File: src/rtl/sar_ser_pkg.sv
package sar_ser_pkg;

    typedef enum logic [1:0] {
        ST_IDLE   = 2'd0,
        ST_SAMPLE = 2'd1,
        ST_TRIAL  = 2'd2,
        ST_SHIFT  = 2'd3
    } sar_state_e;

endpackage

File: src/rtl/sar_bit_search.sv
// Successive-approximation code register: one decision per step, MSB first.
module sar_bit_search #(
    parameter int W = 6
) (
    input  logic         clk,
    input  logic         rst_n,
    input  logic         start,
    input  logic         step,
    input  logic         cmp_ge,
    output logic [W-1:0] code,
    output logic [W-1:0] resolved,
    output logic         last
);
    localparam int IW = (W > 1) ? $clog2(W) : 1;

    logic [IW-1:0] idx;
    logic [W-1:0]  trial_next;

    // Current code with the bit under test settled by the comparator.
    always_comb begin
        resolved = code;
        if (!cmp_ge) resolved[idx] = 1'b0;
    end

    // Settled code plus the next lower trial bit.
    always_comb begin
        trial_next = resolved;
        if (idx != '0) trial_next[idx - 1'b1] = 1'b1;
    end

    always_ff @(posedge clk or negedge rst_n) begin
        if (!rst_n) begin
            code <= '0;
            idx  <= '0;
        end else if (start) begin
            code <= {1'b1, {(W-1){1'b0}}};
            idx  <= IW'(W-1);
        end else if (step) begin
            code <= trial_next;
            if (idx != '0) idx <= idx - 1'b1;
        end
    end

    assign last = (idx == '0);

endmodule

File: src/rtl/peak_catcher.sv
// Sticky per-line peak capture; snapshot taken at each line start.
module peak_catcher (
    input  logic clk,
    input  logic rst_n,
    input  logic line_start,
    input  logic peak_in,
    output logic peak_snap
);
    logic sticky;

    always_ff @(posedge clk or negedge rst_n) begin
        if (!rst_n) begin
            sticky    <= 1'b0;
            peak_snap <= 1'b0;
        end else if (line_start) begin
            peak_snap <= sticky;
            sticky    <= 1'b0;
        end else begin
            sticky <= sticky | peak_in;
        end
    end

endmodule

File: src/rtl/word_shifter.sv
// Parallel-load shift register, MSB out first, with end-of-word flag.
module word_shifter #(
    parameter int W = 7
) (
    input  logic         clk,
    input  logic         rst_n,
    input  logic         load,
    input  logic         step,
    input  logic [W-1:0] word_in,
    output logic         bit_out,
    output logic         last
);
    localparam int CW = $clog2(W);

    logic [W-1:0]  sr;
    logic [CW-1:0] cnt;

    always_ff @(posedge clk or negedge rst_n) begin
        if (!rst_n) begin
            sr  <= '0;
            cnt <= '0;
        end else if (load) begin
            sr  <= word_in;
            cnt <= '0;
        end else if (step) begin
            sr  <= {sr[W-2:0], 1'b0};
            cnt <= cnt + 1'b1;
        end
    end

    assign bit_out = sr[W-1];
    assign last    = (cnt == CW'(W-1));

endmodule

File: src/rtl/line_sar_serializer.sv
module line_sar_serializer
    import sar_ser_pkg::*;
#(
    parameter int ADC_W = 6
) (
    input  logic             clk,
    input  logic             rst_n,
    input  logic             hd_pulse,
    input  logic             cmp_ge,
    input  logic             peak_in,
    output logic [ADC_W-1:0] dac_code,
    output logic             sh_strobe,
    output logic             ser_data,
    output logic             ser_valid
);
    localparam int WORD_W = ADC_W + 1;

    sar_state_e state, state_nxt;

    logic             srch_start, srch_step, srch_last;
    logic             shf_load, shf_step, shf_last, shf_bit;
    logic             peak_snap;
    logic [ADC_W-1:0] srch_resolved;
    logic             valid_int, strobe_int;

    // State register
    always_ff @(posedge clk or negedge rst_n) begin
        if (!rst_n) state <= ST_IDLE;
        else        state <= state_nxt;
    end

    // Next-state logic: a line pulse always restarts the sequence
    always_comb begin
        state_nxt = state;
        if (hd_pulse) begin
            state_nxt = ST_SAMPLE;
        end else begin
            unique case (state)
                ST_IDLE:   state_nxt = ST_IDLE;
                ST_SAMPLE: state_nxt = ST_TRIAL;
                ST_TRIAL:  state_nxt = srch_last ? ST_SHIFT : ST_TRIAL;
                ST_SHIFT:  state_nxt = shf_last ? ST_IDLE : ST_SHIFT;
                default:   state_nxt = ST_IDLE;
            endcase
        end
    end

    // Output and control decode
    always_comb begin
        strobe_int = 1'b0;
        srch_start = 1'b0;
        srch_step  = 1'b0;
        shf_load   = 1'b0;
        shf_step   = 1'b0;
        valid_int  = 1'b0;
        unique case (state)
            ST_IDLE: ;
            ST_SAMPLE: begin
                strobe_int = 1'b1;
                srch_start = 1'b1;
            end
            ST_TRIAL: begin
                if (!hd_pulse) begin
                    srch_step = 1'b1;
                    shf_load  = srch_last;
                end
            end
            ST_SHIFT: begin
                valid_int = 1'b1;
                shf_step  = !hd_pulse;
            end
            default: ;
        endcase
    end

    sar_bit_search #(.W(ADC_W)) u_search (
        .clk      (clk),
        .rst_n    (rst_n),
        .start    (srch_start),
        .step     (srch_step),
        .cmp_ge   (cmp_ge),
        .code     (dac_code),
        .resolved (srch_resolved),
        .last     (srch_last)
    );

    peak_catcher u_peak (
        .clk        (clk),
        .rst_n      (rst_n),
        .line_start (hd_pulse),
        .peak_in    (peak_in),
        .peak_snap  (peak_snap)
    );

    word_shifter #(.W(WORD_W)) u_shift (
        .clk     (clk),
        .rst_n   (rst_n),
        .load    (shf_load),
        .step    (shf_step),
        .word_in ({peak_snap, srch_resolved}),
        .bit_out (shf_bit),
        .last    (shf_last)
    );

    assign sh_strobe = strobe_int;
    assign ser_valid = valid_int;
    assign ser_data  = valid_int & shf_bit;

endmodule

File: config.mk
export PLATFORM = sky130hd
export DESIGN_NAME = line_sar_serializer
export DESIGN_NICKNAME = d
export VERILOG_FILES = /design/src/rtl/sar_ser_pkg.sv /design/src/rtl/sar_bit_search.sv /design/src/rtl/peak_catcher.sv /design/src/rtl/word_shifter.sv /design/src/rtl/line_sar_serializer.sv
export SDC_FILE = /design/constraint.sdc
export NUM_CORES = 1
export LEC_CHECK = 0
export ABC_AREA = 0
export BUFFER_PORTS_ARGS = -buffer_cell sky130_fd_sc_hd__buf_2
export CAP_MARGIN = 20
export CORE_UTILIZATION = 55
export CTS_CLUSTER_SIZE = 8
export DETAILED_ROUTE_END_ITERATION = 8
export PLACE_DENSITY = 0.87
export SKIP_CTS_REPAIR_TIMING = 1
export SKIP_LAST_GASP = 1
export SYNTH_ARGS = -nofsm -noshare
export SYNTH_HDL_FRONTEND = slang
export SYNTH_SLANG_ARGS = --single-unit
export TNS_END_PERCENT = 30
File: constraint.sdc
create_clock -name clk -period 2.3 [get_ports clk]
set_input_delay 0.46 -clock clk [delete_from_list [all_inputs] [get_ports clk]]
set_output_delay 0.46 -clock clk [all_outputs]
set_load 0.05 [all_outputs]
=== Word level (Yosys, flattened, before mapping) ===
Index checks and enable logic that the tools add are counted.

* Output and inout bits: 9
* Bits of input ports: 5
* Register bits after elaboration: 23
* Word-level logic and storage cells: 59

* Muxes and demuxes: 27
* Order comparisons: 4
* Eq/ne operators: 4
* Add/sub/neg operators: 2
* Reduce and logical (&&, ||, !) cells: 10
* Bitwise operators: 5

{| class="wikitable"
|+ Operators with widths
! cell !! number
|-
| 2-to-1 mux 6 bit || 4
|-
| 2-to-1 mux 3 bit || 5
|-
| 2-to-1 mux 7 bit || 2
|-
| 2-to-1 mux 1 bit || 11
|-
| < comparator 3 x 4 -> 1 bit (second input constant) || 2
|-
| one-hot mux 2 bit (4 select lines) || 1
|-
| AND 6 bit || 1
|-
| demux 1 bit (select 3 bit) || 2
|-
| >= comparator 3 x 1 -> 1 bit (second input constant) || 2
|-
| NOT 6 bit || 1
|-
| OR 6 bit || 1
|-
| nonzero test 2 bit || 3
|-
| equality test 2 bit (second input constant) || 2
|-
| 2-to-1 mux 2 bit || 2
|-
| adder 3 x 1 -> 3 bit (second input constant) || 1
|-
| equality test 3 bit (second input constant) || 1
|-
| zero test 3 bit || 1
|-
| nonzero test 3 bit || 1
|-
| subtractor 3 x 1 -> 3 bit (second input constant) || 1
|-
| equality test 2 x 1 -> 1 bit (second input constant) || 1
|-
| logical AND 1 bit || 2
|-
| zero test 2 bit || 1
|-
| AND reduction 2 bit || 1
|-
| AND 1 bit || 1
|-
| 2 further kinds || 2
|}

=== Longest topological paths before layout ===
Gate-level depths: netlist (run 1).

* Depth in word-level cells: 11
* Mapped depth: 8
* Mapped depth without buffers: 6

=== Cells and area by module ===
From an unflattened synthesis (run 1), not the netlist that was laid out.

* Cells, all modules: 120
* Area total of the unflattened synthesis: 1244.9 µm²

{| class="wikitable"
|+ By module, submodules not included
! module !! instances !! area an instance (µm²) !! seq. area each (µm²) !! cells each
|-
| sar_bit_search || 1 || 549.3 || 225.2 || 57
|-
| word_shifter || 1 || 493.0 || 250.2 || 45
|-
| line_sar_serializer || 1 || 127.6 || 50.0 || 14
|-
| peak_catcher || 1 || 75.1 || 50.0 || 4
|}

=== Worst setup path before layout (run 1) ===
OpenSTA, ideal clock, no wires.

* Kind: register to register
* Start: reg u_search.idx[0]
* End: reg u_search.code[4]
* Data arrival time: 1881 ps
* Clock period less this slack: 1964 ps
* Path buffers: 1
* Library setup time: 83 ps
* Required time: 2217 ps
* Cell stages (with the launch flop): 8
* Path slack: 336 ps
* Cell sequence: dfrtp_1 -> buf_2 -> inv_1 -> ha_1 -> ha_1 -> or3b_1 -> a2111o_1 -> o21ai_0

* Cells in the longest elaborated chain, start to end: 11
* Elaborated cells between the ends (all ways): 19
* Classes of those cells: add/sub: 1; order compare: 4; mux: 8; bitwise: 3; reduce/logical: 3

{| class="wikitable"
|+ RTL lines
! element !! RTL line !! text
|-
| start: declaration || sar_bit_search.sv:16 || <nowiki>logic [IW-1:0] idx;</nowiki>
|-
| start signal: assignment || sar_bit_search.sv:37 || <nowiki>idx <= IW'(W-1);</nowiki>
|-
| start signal: assignment || sar_bit_search.sv:40 || <nowiki>if (idx != '0) idx <= idx - 1'b1;</nowiki>
|-
| parallel branches: the longest is 8 deep, another holds < comparator 3 x 4 -> 1 bit || - ||
|-
| 2-to-1 mux 6 bit * || sar_bit_search.sv:28 || <nowiki>if (idx != '0) trial_next[idx - 1'b1] = 1'b1;</nowiki>
|-
| 2-to-1 mux 6 bit * || sar_bit_search.sv:38 || <nowiki>end else if (step) begin</nowiki>
|-
| 2-to-1 mux 6 bit * || sar_bit_search.sv:35 || <nowiki>end else if (start) begin</nowiki>
|-
| end signal: assignment || sar_bit_search.sv:36 || <nowiki>code <= {1'b1, {(W-1){1'b0}}};</nowiki>
|-
| end signal: assignment || sar_bit_search.sv:39 || <nowiki>code <= trial_next;</nowiki>
|-
| end: declaration || sar_bit_search.sv:10 || <nowiki>output logic [W-1:0] code,</nowiki>
|}

Mark *: on every way between the ends. The select of a mux whose other input is x is not followed.
A chain may end at the register's enable or synchronous reset.

=== Worst setup path after layout (run 1) ===
* Start: reg state[1]
* End: out sh_strobe

* Cells in the longest elaborated chain, start to end: 2

{| class="wikitable"
|+ RTL lines
! element !! RTL line !! text
|-
| start: declaration || line_sar_serializer.sv:18 || <nowiki>sar_state_e state, state_nxt;</nowiki>
|-
| start signal: assignment || line_sar_serializer.sv:29 || <nowiki>else state <= state_nxt;</nowiki>
|-
| equality test 2 x 1 -> 1 bit || line_sar_serializer.sv:56 || <nowiki>unique case (state)</nowiki>
|-
| 2-to-1 mux 1 bit || line_sar_serializer.sv:56 ||
|-
| end: declaration || line_sar_serializer.sv:12 || <nowiki>output logic sh_strobe,</nowiki>
|}

Every way passes these cells.

==> results by group, run 1 <==
Final layout
  – Ant diodes: 0
  – Core Util, Final: 0.6634
  – Final instance area: 0.001341 mm2
  – Layout area overhead: 10.86%
  – Share of cells above drive strength 1: 0.2101
  – # nets final: 148
  – Final Non-Filler Cells: ~170

Power and ir drop
  – Seq pwr share: 0.500
  – Sw Ratio: 0.3770
  – Gate power share: 0.324
  – P_sw: between 400 and 500 uW
  – Peak VDD IR: roughly 630 uV
  – Pint: roughly 670 uW
  – Total power: about 1.1 mW
  – Clk pwr share: 0.176
  – Leakage power: ~0.63 nW
  – Pwr dens: 804.2 mW/mm2

Timing
  – Max-slew headroom: 0.5380
  – Hold Violations, Final: 0
  – Worst Tran Pin Value: between 0.6 and 0.7 ns
  – Final Max Slew Viols: 0
  – Max Clock Freq: 0.4894 GHz
  – RSZ-0062 raised after global routing: false
  – Crit path time final: about 2.0 ns
  – Final Cycle Share: 0.8884
  – Final TNS setup: 0 ns
  – Hold WS: around 0.087 ns
  – Clock skew: 0.01141 ns
  – Final setup viols: 0
  – Final WS setup: 0.2566 ns

Setup path
  – Max Fanout on Critical Path: 11
  – CP arrival: 1.58 ns
  – CP startpoint kind: flop
  – Crit Path Category: flop to output port
  – CP endpoint kind: output port
  – CP required: 1.84 ns
  – CP Launch Point: state[1]
  – FF-to-FF Start: u_search.idx[1]

Global routing
  – First-pass GRT wire length: roughly 4300 um
  – GRT met1 Usage: 0.3252
  – Grt total ovfl: 0
  – Gr busiest metal: met2
  – Met3 Use GR: 0.04984
  – Largest net degree at the start of global routing: 24
  – Initial antenna violation count: 0
  – Gr usage total: 0.2372
  – Met2 GRT Util: 0.3588
  – Vias in the first global route: between 900 and 1k

Detailed routing
  – Routed wire length: between 2000 and 2500 um
  – Drc violations: 0
  – DR pass1 iterations: 4
  – Via count: approximately 970
  – WL per Instance: between 10 and 15 um
  – Vias/cell: slightly below 6
  – Antenna Violating Nets Remaining: 0
  – Initial DRC count: 25

Yosys
  – Area leader, netlist: dfrtp_1
  – Top-count cell post-synth: dfrtp_1
  – Count of cell types in the netlist: 38
  – Flops & latches, synth: 23
  – Ys async rst share: 1.000
  – Syn. warnings: 0
  – Ranking of synthesized cells by area: dfrtp_1, ha_1, o21ai_0, inv_1, a21oi_1
  – Syn avg cell area: 9.917 um2
  – Synth top area share: 0.4757
  – Post-synthesis sequential area ratio: 0.4757
  – Synthesized area: between 0.001 and 0.0015 mm2
  – Synth Flop Type: dfrtp_1
  – Post-synth EDFFs: 0
  – Syn_nets: 131
  – Syn Inst Count: between 100 and 150
  – Top cells by count, synth: dfrtp_1, inv_1, nor2_1, o21ai_0, a21oi_1

Clocking
  – Worst-path clk slew: around 0.14 ns
  – Max H-tree Level: 1
  – TritonCTS clock tree: built
  – Worst skew pair latency: about 0.31 ns
  – CTS Buf Count: 3
  – CTS Buffer Depth: 2
  – TritonCTS Sinks: 23
  – Root buffer cell: clkbuf_4

Placement
  – Post-detail-place hpwl: ~1800 um
  – Gp weighted congestion: between 0.8 and 0.9
  – Area after DPL: around 0.0013 mm2
  – Post-Place Setup Slack: roughly 0.37 ns
  – Placed Cells: approximately 160
  – IO buf count: 13

Die
  – Core Area: about 0.002 mm2
  – Starting Density: 0.5984
  – Die span in y: between 40 and 50 um
  – Row Count: 16
  – Die area: 0.002391 mm2
  – Die Width: slightly below 50 um
  – IO Pins: 14

Worst hold path
  – Hold crit path type: input port to async pin

Job
  – Max Cap Violations: 0

Run status
  – Status: completed
==> sequential cells by signal (all words and copies together), names as in the netlist <==
signal and cells:
u_search.code 6, u_peak.sticky 1, u_shift.sr 7, u_shift.cnt 3
u_peak.peak_snap 1, state 2, u_search.idx 3
==> worst max-delay path: stages (launching register included) <==
cell and delay, ns:
dfrtp_1 0.51, nand2b_1 0.32, inv_1 0.17, buf_2 0.28
==> cells by family (layout without fill, tap and decap cells) <==
family / count (synthesis) / after routing / share of synthesized area
and+or+nand+nor: 38 / 38 / 0.1924
AOI/OAI and AO/OA: 33 / 33 / 0.1779
DFF: 23 / 23 / 0.4757
buffers and inverters: 18 / 34 / 0.06411
adders and majority gates: 4 / 4 / 0.04137
muxes: 4 / 4 / 0.03413
xor gates and xnor gates: 2 / 2 / 0.01448
==> layer usage <==
layer | routed length (um) | up-vias
met4 | 13 | 0
met2 | 1197 | 29
met3 | 125 | 2
met5 | 0 | -
li1 | - | 468
met1 | 1130 | 468
==> power by group through the flow <==
stage | Sequential (mW) | Clock [mW] | Combinational, mW
detailed placement | 0.547 | 0 | 0.350
finish | 0.540 | 0.189 | 0.350
CTS | 0.539 | 0.192 | 0.352
global route | 0.548 | 0.211 | 0.393
global placement | 0.541 | 0 | 0.335
floorplan | 0.583 | 0 | 0.220
==> placed cells by master (no fill, tap or decap), types with 2 or more instances in the layout <==
cell type	synthesis	layout
a21oi_1	8	8
a221oi_1	2	2
a31oi_1	5	5
buf_2	5	13
buf_4	1	5
clkbuf_4	0	3
dfrtp_1	23	23
ha_1	4	4
inv_1	12	12
mux2i_1	3	3
nand2_1	5	5
nand2b_1	2	2
nand3_1	2	2
nor2_1	9	9
nor2b_1	2	2
nor3_1	3	3
nor4bb_1	2	2
o21ai_0	9	9
o221ai_1	3	3
o41ai_1	2	2
or2_2	2	2
==> final cells by class <==
cell class / instances / area [um2]
inverter: 12 / 45.04
clock buffer: 3 / 22.52
tap: 27 / 33.78
sequential: 23 / 575.6
fill: 161 / 680.7
multi-input combinational: 81 / 556.8
clock inverter: 1 / 5.005
timing repair buffer: 18 / 102.6
==> path summary, 6_finish.rpt <==
check                                        end  slack (ns)  cells after the start
worst max-delay path                   sh_strobe        0.26                      3
worst min-delay path               u_shift.sr[1]        0.09                      1
worst max register to register  u_search.code[4]        0.33                      6
worst min register to register     u_shift.sr[6]        0.50                      2
max in group asynchronous        u_search.idx[0]        1.86                      1
min in group clk                   u_peak.sticky        0.38                      3
No activity file was read; power rests on OpenSTA's default activity.
==> run 2: changes to the inputs <==
Settings changed: CORE_UTILIZATION 55 to 45, GPL_ROUTABILITY_DRIVEN from default to 0, HOLD_SLACK_MARGIN from default to 0.12, PLACE_DENSITY 0.87 to 0.75.
==> results by group, run 2 (synthesis gave the netlist of run 1 again) <==
Run status
  – Status: completed (unchanged)

Power and ir drop
  – Total power: 1.073 mW (was 1.079 mW)
  – Leakage power: 0.6261 nW (was 0.6316 nW)
  – Peak VDD IR: 383.0 uV (was 626.7 uV)
  – Pwr dens: 801.9 mW/mm2 (was 804.2 mW/mm2)

Final layout
  – Biggest register: u_shift.sr (unchanged)
  – Most frequent cells in the layout: dfrtp_1, buf_2, inv_1 (unchanged)
  – # nets final: 147 (was 148)
  – Layout area overhead: 10.55% (was 10.86%)
  – Commonest non-fill, non-tap cell in the layout: dfrtp_1 (unchanged)
  – Share of cells above drive strength 1: 0.2044 (was 0.2101)
  – Biggest regs: u_shift.sr (7), u_search.code (6) (unchanged)
  – Max reg flops: 7 (unchanged)
  – Ant diodes: 0 (unchanged)

Detailed routing
  – Drc violations: 0 (unchanged)
  – Antenna Violating Nets Remaining: 0 (unchanged)
  – Initial DRC count: 15 (was 25)
  – Vias/cell: 5.725 (was 5.861)
  – Via count: 956 (was 967)
  – WL per Instance: 14.40 um (was 14.95 um)
  – DR pass1 iterations: 4 (unchanged)
  – Routed wire length: 2404 um (was 2467 um)

Global routing
  – First-pass GRT wire length: 4057 um (was 4291 um)
  – Gr busiest metal: met2 (unchanged)
  – Initial antenna violation count: 0 (unchanged)
  – Gr usage total: 0.2086 (was 0.2372)
  – Largest net degree at the start of global routing: 24 (unchanged)
  – Grt total ovfl: 0 (unchanged)
  – Met2 GRT Util: 0.3169 (was 0.3588)
  – GRT met1 Usage: 0.2699 (was 0.3252)
  – Met3 Use GR: 0.04237 (was 0.04984)
  – Vias in the first global route: 909 (was 951)

Timing
  – Max-slew headroom: 0.5840 (was 0.5380)
  – Final Cycle Share: 0.8797 (was 0.8884)
  – Max Clock Freq: 0.4942 GHz (was 0.4894 GHz)
  – RSZ-0062 raised after global routing: false (unchanged)
  – Final TNS setup: 0 ns (unchanged)
  – Final Max Slew Viols: 0 (unchanged)
  – Clock skew: 0.002992 ns (was 0.01141 ns)
  – Worst Tran Pin Value: 0.6160 ns (was 0.6841 ns)
  – Final setup viols: 0 (unchanged)
  – Crit path time final: 2.023 ns (was 2.043 ns)
  – Hold Violations, Final: 0 (unchanged)

Setup path
  – CP startpoint kind: flop (unchanged)
  – FF-to-FF Start: u_search.idx[1] (unchanged)
  – Crit Path Category: flop to output port (unchanged)
  – CP arrival: 1.56 ns (was 1.58 ns)
  – CP required: 1.84 ns (about the same)
  – Bufs and invs on worst path: 2 (unchanged)
  – Crit path max-delay family: flip-flops (unchanged)
  – Max Fanout on Critical Path: 11 (unchanged)
  – Max incr delay on CP: 0.50 ns (was 0.51 ns)
  – Worst path cell trace: nand2b_1 > inv_1 > buf_2 (unchanged)
  – CP endpoint kind: output port (unchanged)
  – CP Launch Point: state[1] (unchanged)
  – Slowest cell on the critical path: dfrtp_1 (unchanged)

Die
  – Row Count: 18 (was 16)
  – Die area: 0.002900 mm2 (was 0.002391 mm2)
  – Die span in y: 53.85 um (was 48.90 um)
  – IO Pins: 14 (unchanged)
  – Starting Density: 0.4840 (was 0.5984)
  – Core Area: 0.002500 mm2 (was 0.002022 mm2)
  – Die Width: 53.85 um (was 48.90 um)

Job
  – Max Cap Violations: 0 (unchanged)

Clocking
  – CTS Buffer Depth: 2 (unchanged)
  – Worst skew pair latency: 0.31 ns (about the same)
  – Root buffer cell: clkbuf_4 (unchanged)
  – TritonCTS Sinks: 23 (unchanged)
  – Max H-tree Level: 1 (unchanged)
  – CTS Buf Count: 3 (unchanged)
  – TritonCTS clock tree: built (unchanged)
  – Worst-path clk slew: 0.12 ns (was 0.14 ns)

Placement
  – IO buf count: 13 (unchanged)
  – Post-detail-place hpwl: 1795 um (was 1834 um)

Worst hold path
  – Hold crit path type: input port to async pin (unchanged)
run 2: final timing paths:
path,end,slack [ns],cells past startpoint
min,u_search.code[2],0.1,1
max,sh_strobe,0.28,3
max in group asynchronous,u_shift.sr[4],1.86,1
min in group clk,u_peak.sticky,0.37,3
min reg2reg,u_shift.sr[0],0.50,1
max reg2reg,u_search.code[4],0.37,6
run 2: cell type report:
cell class,count,area (um2)
Clock buffer,3,22.52
Clock inverter,1,5.005
Fill cell,228,1162
Inverter,12,45.04
Multi-Input combinational cell,81,556.8
Sequential cell,23,575.6
Tap cell,30,37.54
Timing Repair Buffer,17,95.09
run 2: report_power, final:
| part | switching, mW | total (mW) | internal (mW) |
|---|---|---|---|
| Combinational | 0.224 | 0.350 | 0.126 |
| Sequential | 0.0555 | 0.538 | 0.483 |
| Clock | 0.119 | 0.184 | 0.0651 |
run 2: metrics by stage:
step | utilization | setup WS, ns | instance area (um2) | cells | hold WS [ns]
2_1_floorplan | - | 0.3360 | 1210 | 122 | 0.1644
3_3_place_gp | 0.5240 | 0.4428 | 1310 | 163 | 0.4502
3_5_place_dp | 0.5240 | 0.4067 | 1310 | 163 | 0.4567
4_1_cts | 0.5350 | 0.2524 | 1338 | 167 | 0.1009
5_1_grt | 0.5350 | 0.1837 | 1338 | 167 | 0.1227
6_report | 0.5350 | 0.2766 | 1338 | 167 | 0.09822
run 2: worst register-to-register path: stages, from the launching register on:
cell	delay, ns
dfrtp_1	0.41
inv_1	0.09
ha_1	0.19
ha_1	0.29
or3b_1	0.40
a2111o_1	0.41
o21ai_0	0.07
run 2: metal layers:
layer	wire, um	vias up
met5	0	-
met4	59	0
met3	93	5
met2	1167	16
met1	1083	465
li1	-	470
